`src/rtl/irqmux_pkg.sv`:
```
// Shared constants and types for the fan-out interrupt multiplexer.
// Assumes each channel occupies one power-of-two address window.
package irqmux_pkg;
    localparam int unsigned WIN_LOG2 = 6;          // 0x40-byte window per channel
    localparam logic [WIN_LOG2-1:0] EN_OFS   = 6'h10;
    localparam logic [WIN_LOG2-1:0] STAT_OFS = 6'h20;

    typedef enum logic [1:0] {
        SEL_NONE = 2'd0,
        SEL_EN   = 2'd1,
        SEL_STAT = 2'd2
    } reg_sel_e;
endpackage

```
`src/rtl/irqmux_sync.sv`:
```
// Multi-stage synchroniser for a bus of independent level signals.
// Assumes each bit is a slow level. No bus coherency is implied.
module irqmux_sync #(
    parameter int unsigned WIDTH  = 32,
    parameter int unsigned STAGES = 2
) (
    input  logic             clk,
    input  logic             rst_n,
    input  logic [WIDTH-1:0] d_i,
    output logic [WIDTH-1:0] q_o
);
    logic [STAGES-1:0][WIDTH-1:0] chain_q;

    // Shift the asynchronous inputs through STAGES flops.
    always_ff @(posedge clk) begin
        if (!rst_n) begin
            chain_q <= '0;
        end else begin
            chain_q[0] <= d_i;
            for (int s = 1; s < STAGES; s++) begin
                chain_q[s] <= chain_q[s-1];
            end
        end
    end

    assign q_o = chain_q[STAGES-1];
endmodule

```
`src/rtl/irqmux_chan.sv`:
```
// One output channel: enable mask, registered status word and registered output.
// Assumes src_i is already synchronous to clk.
module irqmux_chan #(
    parameter int unsigned NUM_SRC = 32
) (
    input  logic               clk,
    input  logic               rst_n,
    input  logic [NUM_SRC-1:0] src_i,
    input  logic               en_we_i,
    input  logic [NUM_SRC-1:0] wdata_i,
    output logic [NUM_SRC-1:0] en_o,
    output logic [NUM_SRC-1:0] stat_o,
    output logic               irq_o
);
    logic [NUM_SRC-1:0] en_q;
    logic [NUM_SRC-1:0] stat_q;
    logic               irq_q;
    logic [NUM_SRC-1:0] masked;

    assign masked = src_i & en_q;

    // Hold the enable mask, replaced as a whole word on write.
    always_ff @(posedge clk) begin
        if (!rst_n)       en_q <= '0;
        else if (en_we_i) en_q <= wdata_i;
    end

    // Register the status word and the output from the same masked sources.
    always_ff @(posedge clk) begin
        if (!rst_n) begin
            stat_q <= '0;
            irq_q  <= 1'b0;
        end else begin
            stat_q <= masked;
            irq_q  <= |masked;
        end
    end

    assign en_o   = en_q;
    assign stat_o = stat_q;
    assign irq_o  = irq_q;
endmodule

```
`src/rtl/irqmux_regif.sv`:
```
// Register port decode: per-channel write strobes and registered read mux.
// Assumes one access per cycle. Unmapped reads return zero.
module irqmux_regif
    import irqmux_pkg::*;
#(
    parameter int unsigned NUM_CH  = 8,
    parameter int unsigned NUM_SRC = 32,
    parameter int unsigned ADDR_W  = 9
) (
    input  logic                             clk,
    input  logic                             rst_n,
    input  logic                             vld_i,
    input  logic                             wr_i,
    input  logic [ADDR_W-1:0]                addr_i,
    input  logic [NUM_SRC-1:0]               wdata_i,
    input  logic [NUM_CH-1:0][NUM_SRC-1:0]   en_all_i,
    input  logic [NUM_CH-1:0][NUM_SRC-1:0]   stat_all_i,
    output logic [NUM_CH-1:0]                en_we_o,
    output logic [NUM_SRC-1:0]               rdata_o
);
    localparam int unsigned CH_W = ADDR_W - WIN_LOG2;

    logic [CH_W-1:0]     ch_idx;
    logic [WIN_LOG2-1:0] ofs;
    logic                ch_ok;
    reg_sel_e            sel;
    logic [NUM_SRC-1:0]  rd_val;
    logic [NUM_SRC-1:0]  rdata_q;

    assign ch_idx = addr_i[ADDR_W-1:WIN_LOG2];
    assign ofs    = addr_i[WIN_LOG2-1:0];
    assign ch_ok  = (32'(ch_idx) < NUM_CH);

    // Classify the addressed register.
    always_comb begin
        sel = SEL_NONE;
        if (vld_i && ch_ok) begin
            if (ofs == EN_OFS)        sel = SEL_EN;
            else if (ofs == STAT_OFS) sel = SEL_STAT;
        end
    end

    // One write strobe per channel enable register.
    for (genvar n = 0; n < NUM_CH; n++) begin : g_we
        assign en_we_o[n] = wr_i && (sel == SEL_EN) && (ch_idx == CH_W'(n));
    end

    // Select the read word for the addressed register.
    always_comb begin
        rd_val = '0;
        for (int n = 0; n < NUM_CH; n++) begin
            if (ch_idx == CH_W'(n)) begin
                if (sel == SEL_EN)        rd_val = en_all_i[n];
                else if (sel == SEL_STAT) rd_val = stat_all_i[n];
            end
        end
    end

    // Return read data one cycle later, zero when no read was made.
    always_ff @(posedge clk) begin
        if (!rst_n)            rdata_q <= '0;
        else if (vld_i && !wr_i) rdata_q <= rd_val;
        else                   rdata_q <= '0;
    end

    assign rdata_o = rdata_q;
endmodule

```
`src/rtl/irqmux_top.sv`:
```
// Fan-out interrupt multiplexer top: synchronises the shared sources and
// presents them to NUM_CH independently masked channels.
// Assumes sources are level-sensitive, active high, and may be asynchronous.
module irqmux_top #(
    parameter int unsigned NUM_CH      = 8,
    parameter int unsigned NUM_SRC     = 32,
    parameter int unsigned ADDR_W      = 9,
    parameter int unsigned SYNC_STAGES = 2
) (
    input  logic               clk,
    input  logic               rst_n,
    input  logic [NUM_SRC-1:0] src_i,
    input  logic               reg_vld,
    input  logic               reg_wr,
    input  logic [ADDR_W-1:0]  reg_addr,
    input  logic [NUM_SRC-1:0] reg_wdata,
    output logic [NUM_SRC-1:0] reg_rdata,
    output logic [NUM_CH-1:0]  irq_o
);
    logic [NUM_SRC-1:0]             src_s;
    logic [NUM_CH-1:0]              en_we;
    logic [NUM_CH-1:0][NUM_SRC-1:0] en_all;
    logic [NUM_CH-1:0][NUM_SRC-1:0] stat_all;

    irqmux_sync #(
        .WIDTH  (NUM_SRC),
        .STAGES (SYNC_STAGES)
    ) sync_i (
        .clk   (clk),
        .rst_n (rst_n),
        .d_i   (src_i),
        .q_o   (src_s)
    );

    for (genvar n = 0; n < NUM_CH; n++) begin : g_ch
        irqmux_chan #(
            .NUM_SRC (NUM_SRC)
        ) chan_i (
            .clk     (clk),
            .rst_n   (rst_n),
            .src_i   (src_s),
            .en_we_i (en_we[n]),
            .wdata_i (reg_wdata),
            .en_o    (en_all[n]),
            .stat_o  (stat_all[n]),
            .irq_o   (irq_o[n])
        );
    end

    irqmux_regif #(
        .NUM_CH  (NUM_CH),
        .NUM_SRC (NUM_SRC),
        .ADDR_W  (ADDR_W)
    ) regif_i (
        .clk        (clk),
        .rst_n      (rst_n),
        .vld_i      (reg_vld),
        .wr_i       (reg_wr),
        .addr_i     (reg_addr),
        .wdata_i    (reg_wdata),
        .en_all_i   (en_all),
        .stat_all_i (stat_all),
        .en_we_o    (en_we),
        .rdata_o    (reg_rdata)
    );
endmodule

```
`config.mk`:
```
export PLATFORM = sky130hd
export DESIGN_NAME = irqmux_top
export DESIGN_NICKNAME = d
export VERILOG_FILES = /design/src/rtl/irqmux_pkg.sv /design/src/rtl/irqmux_sync.sv /design/src/rtl/irqmux_chan.sv /design/src/rtl/irqmux_regif.sv /design/src/rtl/irqmux_top.sv
export SDC_FILE = /design/constraint.sdc
export NUM_CORES = 1
export LEC_CHECK = 0
export ABC_AREA = 1
export BUFFER_PORTS_ARGS = -buffer_cell sky130_fd_sc_hd__buf_2
export CAP_MARGIN = 15
export CORE_MARGIN = 5
export CORE_UTILIZATION = 45
export DETAILED_ROUTE_END_ITERATION = 8
export GPL_TIMING_DRIVEN = 0
export SETUP_SLACK_MARGIN = 0.15
export SLEW_MARGIN = 20
export SYNTH_ARGS = -nofsm -noshare
export SYNTH_HDL_FRONTEND = slang
export SYNTH_SLANG_ARGS = --single-unit
export TNS_END_PERCENT = 30
```
`constraint.sdc`:
```
create_clock -name clk -period 2.9 [get_ports clk]
set_input_delay 0.725 -clock clk [delete_from_list [all_inputs] [get_ports clk]]
set_output_delay 0.725 -clock clk [all_outputs]
set_load 0.005 [all_outputs]
```
Yosys cells after proc, flatten, opt, wreduce, memory -nomap -nowiden
Cells that the tools add are included.
{ "totals": {"register_bits": 616, "inputBits": 77, "output_inout_bits": 40, "elab_cells": 94} }
{ "classes": {"n_eq_ne": 11, "n_mux": 27, "bitwise_logic": 8, "n_reduce_logical": 21} }
{ "op_table": {"columns": ["operator", "n"], "rows": [
  ["$mux 32", 24],
  ["$and 32x32->32", 8],
  ["$reduce_or 32->1", 8],
  ["$eq 3x3->1 const B", 4],
  ["$logic_and 1x1->1", 10],
  ["$eq 3x2->1 const B", 2],
  ["$eq 6x5->1 const B", 1],
  ["$eq 6x6->1 const B", 1],
  ["$mux 2", 3],
  ["$eq 3x1->1 const B", 1],
  ["$logic_not 3->1", 1],
  ["$eq 2x1->1 const B", 1],
  ["$eq 2x2->1 const B", 1],
  ["$reduce_and 2->1", 1],
  ["$logic_not 1->1", 1]
]} }

Longest topological paths before layout
{ "depth": {"ltp_word": 29, "ltp_mapped": 15} }

Hierarchy
A second synthesis with hierarchy kept.
{ "hier_totals": {"cells_unflattened": 3704, "hier_area_um2": 26253.9} }
{ "modules_own_cells": {"columns": ["module", "instances", "cells_per_inst", "area_per_inst_um2", "seq_area_each_um2"], "rows": [
  ["irqmux_chan", 8, 270, 2204.6, 1301.2],
  ["irqmux_regif", 1, 1313, 6536.3, 640.6],
  ["irqmux_sync", 1, 231, 2080.7, 1281.2]
]} }

Worst setup path before layout
OpenSTA, ideal clock, no wires.
{ "synth_path": {"kind": "input to register", "startpoint": "input reg_addr[1]", "endpoint": "register regif_i.rdata_q[13] (netlist: regif_i.rdata_o[13])", "setup_time_ns": 0.132, "arrival_ns": 2.014, "setup_slack_ns": 0.754, "stages": 11, "path_buffers": 3, "path_cell_list": "nor2_1 -> nand2_1 -> nor2_4 -> inv_2 -> buf_6 -> buf_6 -> buf_2 -> o211ai_1 -> nand3_1 -> nor3_1 -> a21oi_1"} }
{ "synth_via": {"elab_chain_cells": 29, "elab_cells_between_ends": 31} }
{ "synth_lines": {"columns": ["element", "line", "source"], "rows": [
  ["start: declaration", "irqmux_top.sv:15", "input logic [ADDR_W-1:0] reg_addr,"],
  ["$eq 6x6->1", "irqmux_regif.sv:39", "else if (ofs == STAT_OFS) sel = SEL_STAT;"],
  ["$mux 2", "irqmux_regif.sv:39", null],
  ["$mux 2 (*)", "irqmux_regif.sv:38", "if (ofs == EN_OFS) sel = SEL_EN;"],
  ["$mux 2 (*)", "irqmux_regif.sv:37", "if (vld_i && ch_ok) begin"],
  ["$eq 2x2->1", "irqmux_regif.sv:54", "else if (sel == SEL_STAT) rd_val = stat_all_i[n];"],
  ["$mux 32", "irqmux_regif.sv:54", null],
  ["$mux 32", "irqmux_regif.sv:53", "if (sel == SEL_EN) rd_val = en_all_i[n];"],
  ["$mux 32", "irqmux_regif.sv:52", "if (ch_idx == CH_W'(n)) begin"],
  ["(+13 left out)", null, null],
  ["$mux 32", "irqmux_regif.sv:53", null],
  ["$mux 32", "irqmux_regif.sv:52", null],
  ["$mux 32", "irqmux_regif.sv:54", null],
  ["$mux 32", "irqmux_regif.sv:53", null],
  ["$mux 32", "irqmux_regif.sv:52", null],
  ["$mux 32", "irqmux_regif.sv:54", null],
  ["$mux 32", "irqmux_regif.sv:53", null],
  ["$mux 32 (*)", "irqmux_regif.sv:52", null],
  ["end signal: assignment", "irqmux_regif.sv:62", "else if (vld_i && !wr_i) rdata_q <= rd_val;"],
  ["end: declaration", "irqmux_regif.sv:28", "logic [NUM_SRC-1:0] rdata_q;"]
]} }
Mark *: on every way between the ends. The rest lies on a longest branch, timed or not.
A chain may end at the register's enable or synchronous reset.

Final worst setup path
{ "layout_path": {"startpoint": "input reg_addr[7]", "endpoint": "register regif_i.rdata_q[16] (netlist: regif_i.rdata_o[16])"} }
{ "layout_via": {"elab_chain_cells": 23, "elab_cells_between_ends": 30} }
{ "layout_lines": {"columns": ["element", "line"], "rows": [
  ["$logic_not 3->1", "irqmux_regif.sv:52"],
  ["$mux 32", "irqmux_regif.sv:52"],
  ["$mux 32", "irqmux_regif.sv:54"],
  ["$mux 32", "irqmux_regif.sv:53"],
  ["$mux 32", "irqmux_regif.sv:52"],
  ["$mux 32", "irqmux_regif.sv:54"],
  ["$mux 32", "irqmux_regif.sv:53"],
  ["$mux 32", "irqmux_regif.sv:52"],
  ["(+7 left out)", null],
  ["$mux 32", "irqmux_regif.sv:53"],
  ["$mux 32", "irqmux_regif.sv:52"],
  ["$mux 32", "irqmux_regif.sv:54"],
  ["$mux 32", "irqmux_regif.sv:53"],
  ["$mux 32", "irqmux_regif.sv:52"],
  ["$mux 32", "irqmux_regif.sv:54"],
  ["$mux 32", "irqmux_regif.sv:53"],
  ["$mux 32 (*)", "irqmux_regif.sv:52"]
]} }
Marked as above.

==> flow_summary.yaml <==
die:
  rows: 85
  fp.coreArea_um2: 53600
  die_h_um: 242
  start_util_pct: 45.2
  dieArea_um2: 58600
  ios: 117
  die_w_um: 242
worst_setup_path:
  timing_worst_setup_path_type: "in2reg"
  reg2reg_from: "sync_i.q_o[13]$_SDFF_PN0_"
  start_kind: "primary input"
  cp_max_fo: 10
  endpoint_kind: "register"
  crit_chain: "buf_2, inv_2, nor3_4, inv_2, buf_2, buf_1, nand3_1, a21oi_1, nand4_1, nor2_1, nor2_1"
  r2r.worst_path.cells: 5
  startpoint: "reg_addr[7]"
  cpPeakStageDelay_ns: 0.70
  crit_slowest_cell: "buf_1"
  cp.arrival_ns: 3.30
  cp.required_ns: 3.38
clock_network:
  ctsHoldBuffers: 0
  cts.path.max_buffers: 3
  path_clk_slew_ns: 0.06
  clock-sinks: 616
  cts-root-buf: "clkbuf_16"
  post_cts_buffers: 0
  cts_tree: "done"
  htreeDepth: 3
  clk_latency_ns: 0.62
  numCtsBuffers: 67
yosys:
  netlist.area_leader.share_pct: 50.8
  yosys_warnings: 0
  syn_inst: 3294
  synth_ff_type: "dfxtp_1"
  ys_seq_area_share_pct: 50.8
  synth_area_leaders: "dfxtp_1 (51%), nand2_1 (11%), o21ai_0 (8.3%), a21oi_1 (7.2%), inv_1 (5.1%)"
  synth_common_cells: "nand2_1 (726), dfxtp_1 (616), o21ai_0 (404)"
  synth_compound_area_share_pct: 19.0
  synth_top_area_cell: "dfxtp_1"
  yosys.area_share.adder_pct: 0
  syn_area_um2: 24300
  synth-xor-area-share_pct: 0
  ys_types: 27
  synth_top_family_by_area: "simple AND/OR/NAND/NOR gates"
  yosys.area_share.simple_pct: 20.7
  syn_nets: 3371
  syn_area_per_cell_um2: 7.36
  async_flop_share_pct: 0
  synth.area.mux_share_pct: 0
  ys_ff_latch: 616
  yosysMostFrequentCell: "nand2_1"
  synth-edff-count: 0
pwr:
  ir_worst_vdd_uv: 423
  p_comb_share_pct: 4.5
  switchingPower_mw: 4.11
  p_leak_nw: 10.9
  intPower_mw: 13.6
  switching_share_pct: 23.1
  p_per_area_nw_per_um2: 638
  seq_power_share_pct: 48.0
  clockPowerShare_pct: 47.5
final_layout:
  area_delta_synth_final_pct: 14.7
  drive_above_1_share_pct: 7.90
  final_cell_area_um2: 27800
  n_antenna_cell: 0
  final_cells: 4216
  fillCellCount: 5377
  nets: 3555
  final_util_pct: 51.9
timing:
  tightest_slew_ns: 1.08
  slew_viol_final: 0
  finClkSkew_ns: 0.0223
  setup_viol: 0
  min_period_ns: 2.83
  worst_slack_ns: 0.0729
  hold_ws_ns: 0.296
  rsz0062_at_grt: "yes"
  fin_crit_sh_pct: 97.5
  fmax_mhz: 354
  hold_viol_final: 0
  max_slew_margin_pct: 28.3
outcome:
  outcome: "completed"
placement:
  placed_cells: 4105
  gp_congestion: 1.00
  portBuffers: 115
  place_area_um2: 25700
  dp_hpwl_um: 73200
  dp_slack_ns: -0.491
global_route:
  grt_pass1_wl_um: 138000
  grt_max_degree: 14
  track_usage_pct: 31.1
  grt_pass1_vias: 22100
  gr-total-overflow: 0
  antenna_found_initial: 2
routing:
  ant_nets: 0
  wire_per_inst_um: 22.5
  dr_total_vias: 23600
  drt_iter0_markers: 3049
  dr.pass1.iters: 9
  route.detailed.drc: 0
  viasPerCell: 5.61
  wl_um: 94900
hold_path:
  hp-class: "in2reg"
  min_path_cells: 3
  hold_path.startpoint: "src_i[14]"
run:
  cap_violations: 0
cell families (layout without fill, tap and decap cells):
group | Yosys count | count (layout)
buf+inv | 586 | 812
simple gates | 1219 | 1219
compound gates | 873 | 873
flops | 616 | 616
placed cells by master, fill, tap and decap left out, types with 18 or more instances in the layout:
cell         n
clkbuf_1   189
o21ai_0    404
nand4_1     86
a31oi_1     18
nor2_1     291
o211ai_1    61
inv_1      328
buf_2      156
a211oi_1    25
dfxtp_1    616
buf_1       26
clkbuf_16   69
nand3_1     77
a21oi_1    351
nand2_1    726
power by group through the flow:
stage / Sequential, mW / Combinational [mW] / Clock [mW]
2_1_floorplan: 8.71 / 0.354 / 0
3_3_place_gp: 8.71 / 0.762 / 0
3_5_place_dp: 8.71 / 0.768 / 0
4_1_cts: 8.52 / 0.771 / 8.50
5_1_grt: 8.52 / 0.843 / 8.85
6_report: 8.52 / 0.800 / 8.44
final cells by class:
type / instances / area [um^2] / share of cell area (%)
Sequential cell: 616 / 12300 / 44.3
Timing Repair Buffer: 115 / 576 / 2.07
Clock buffer: 97 / 1940 / 6.98
Inverter: 336 / 1260 / 4.55
Clock inverter: 14 / 178 / 0.639
Tap cell: 696 / 871 / 3.13
Multi-Input combinational cell: 2092 / 9630 / 34.6
Buffer: 250 / 1040 / 3.72
flip-flops by register name, indices dropped and copies added, names as in the netlist:
name,flops
g_ch.chan_i.en_o,256
g_ch.chan_i.irq_o,8
sync_i.q_o,32
sync_i.chain_q,32
g_ch.chan_i.stat_o,256
regif_i.rdata_o,32
critical path: cells and delay by family:
kind,cells,cell delay [ns]
AND/OR/NAND/NOR,5,0.76
buffers and inverters,5,1.38
AO/OA/AOI/OAI,1,0.42
stage by stage:
stage / power, mW / setup TNS, ns
2_1_floorplan: 9.06 / 0
6_report: 17.8 / 0
3_3_place_gp: 9.47 / -10.10
3_5_place_dp: 9.48 / -12.38
4_1_cts: 17.8 / 0
5_1_grt: 18.2 / 0
routing by layer:
layer  vias to the layer above  share of wire [%]  track usage [%]
met4                         0                4.9             13.7
met3                       277                 10             6.59
met1                     10900                 40             40.3
met2                      1333                 45             50.2
li1                      11100                  -                -
met5                         -                  0                0
repair_timing:
action,CTS,global route
cloned,0,0
resized for setup,1,1
setup endpoints to repair,1,6
pin swaps,0,0
worst paths after layout:
check,endpoint,slack (ns)
worst min register to register,sync_i.q_o[16]$_SDFF_PN0_,0.40
worst max register to register,g_ch[3].chan_i.irq_o$_SDFF_PN0_,0.71
worst min-delay path,sync_i.chain_q[14]$_SDFF_PN0_,0.30
worst max-delay path,regif_i.rdata_o[16]$_SDFF_PN0_,0.07
Note: power is estimated with default switching activity, not from simulation.
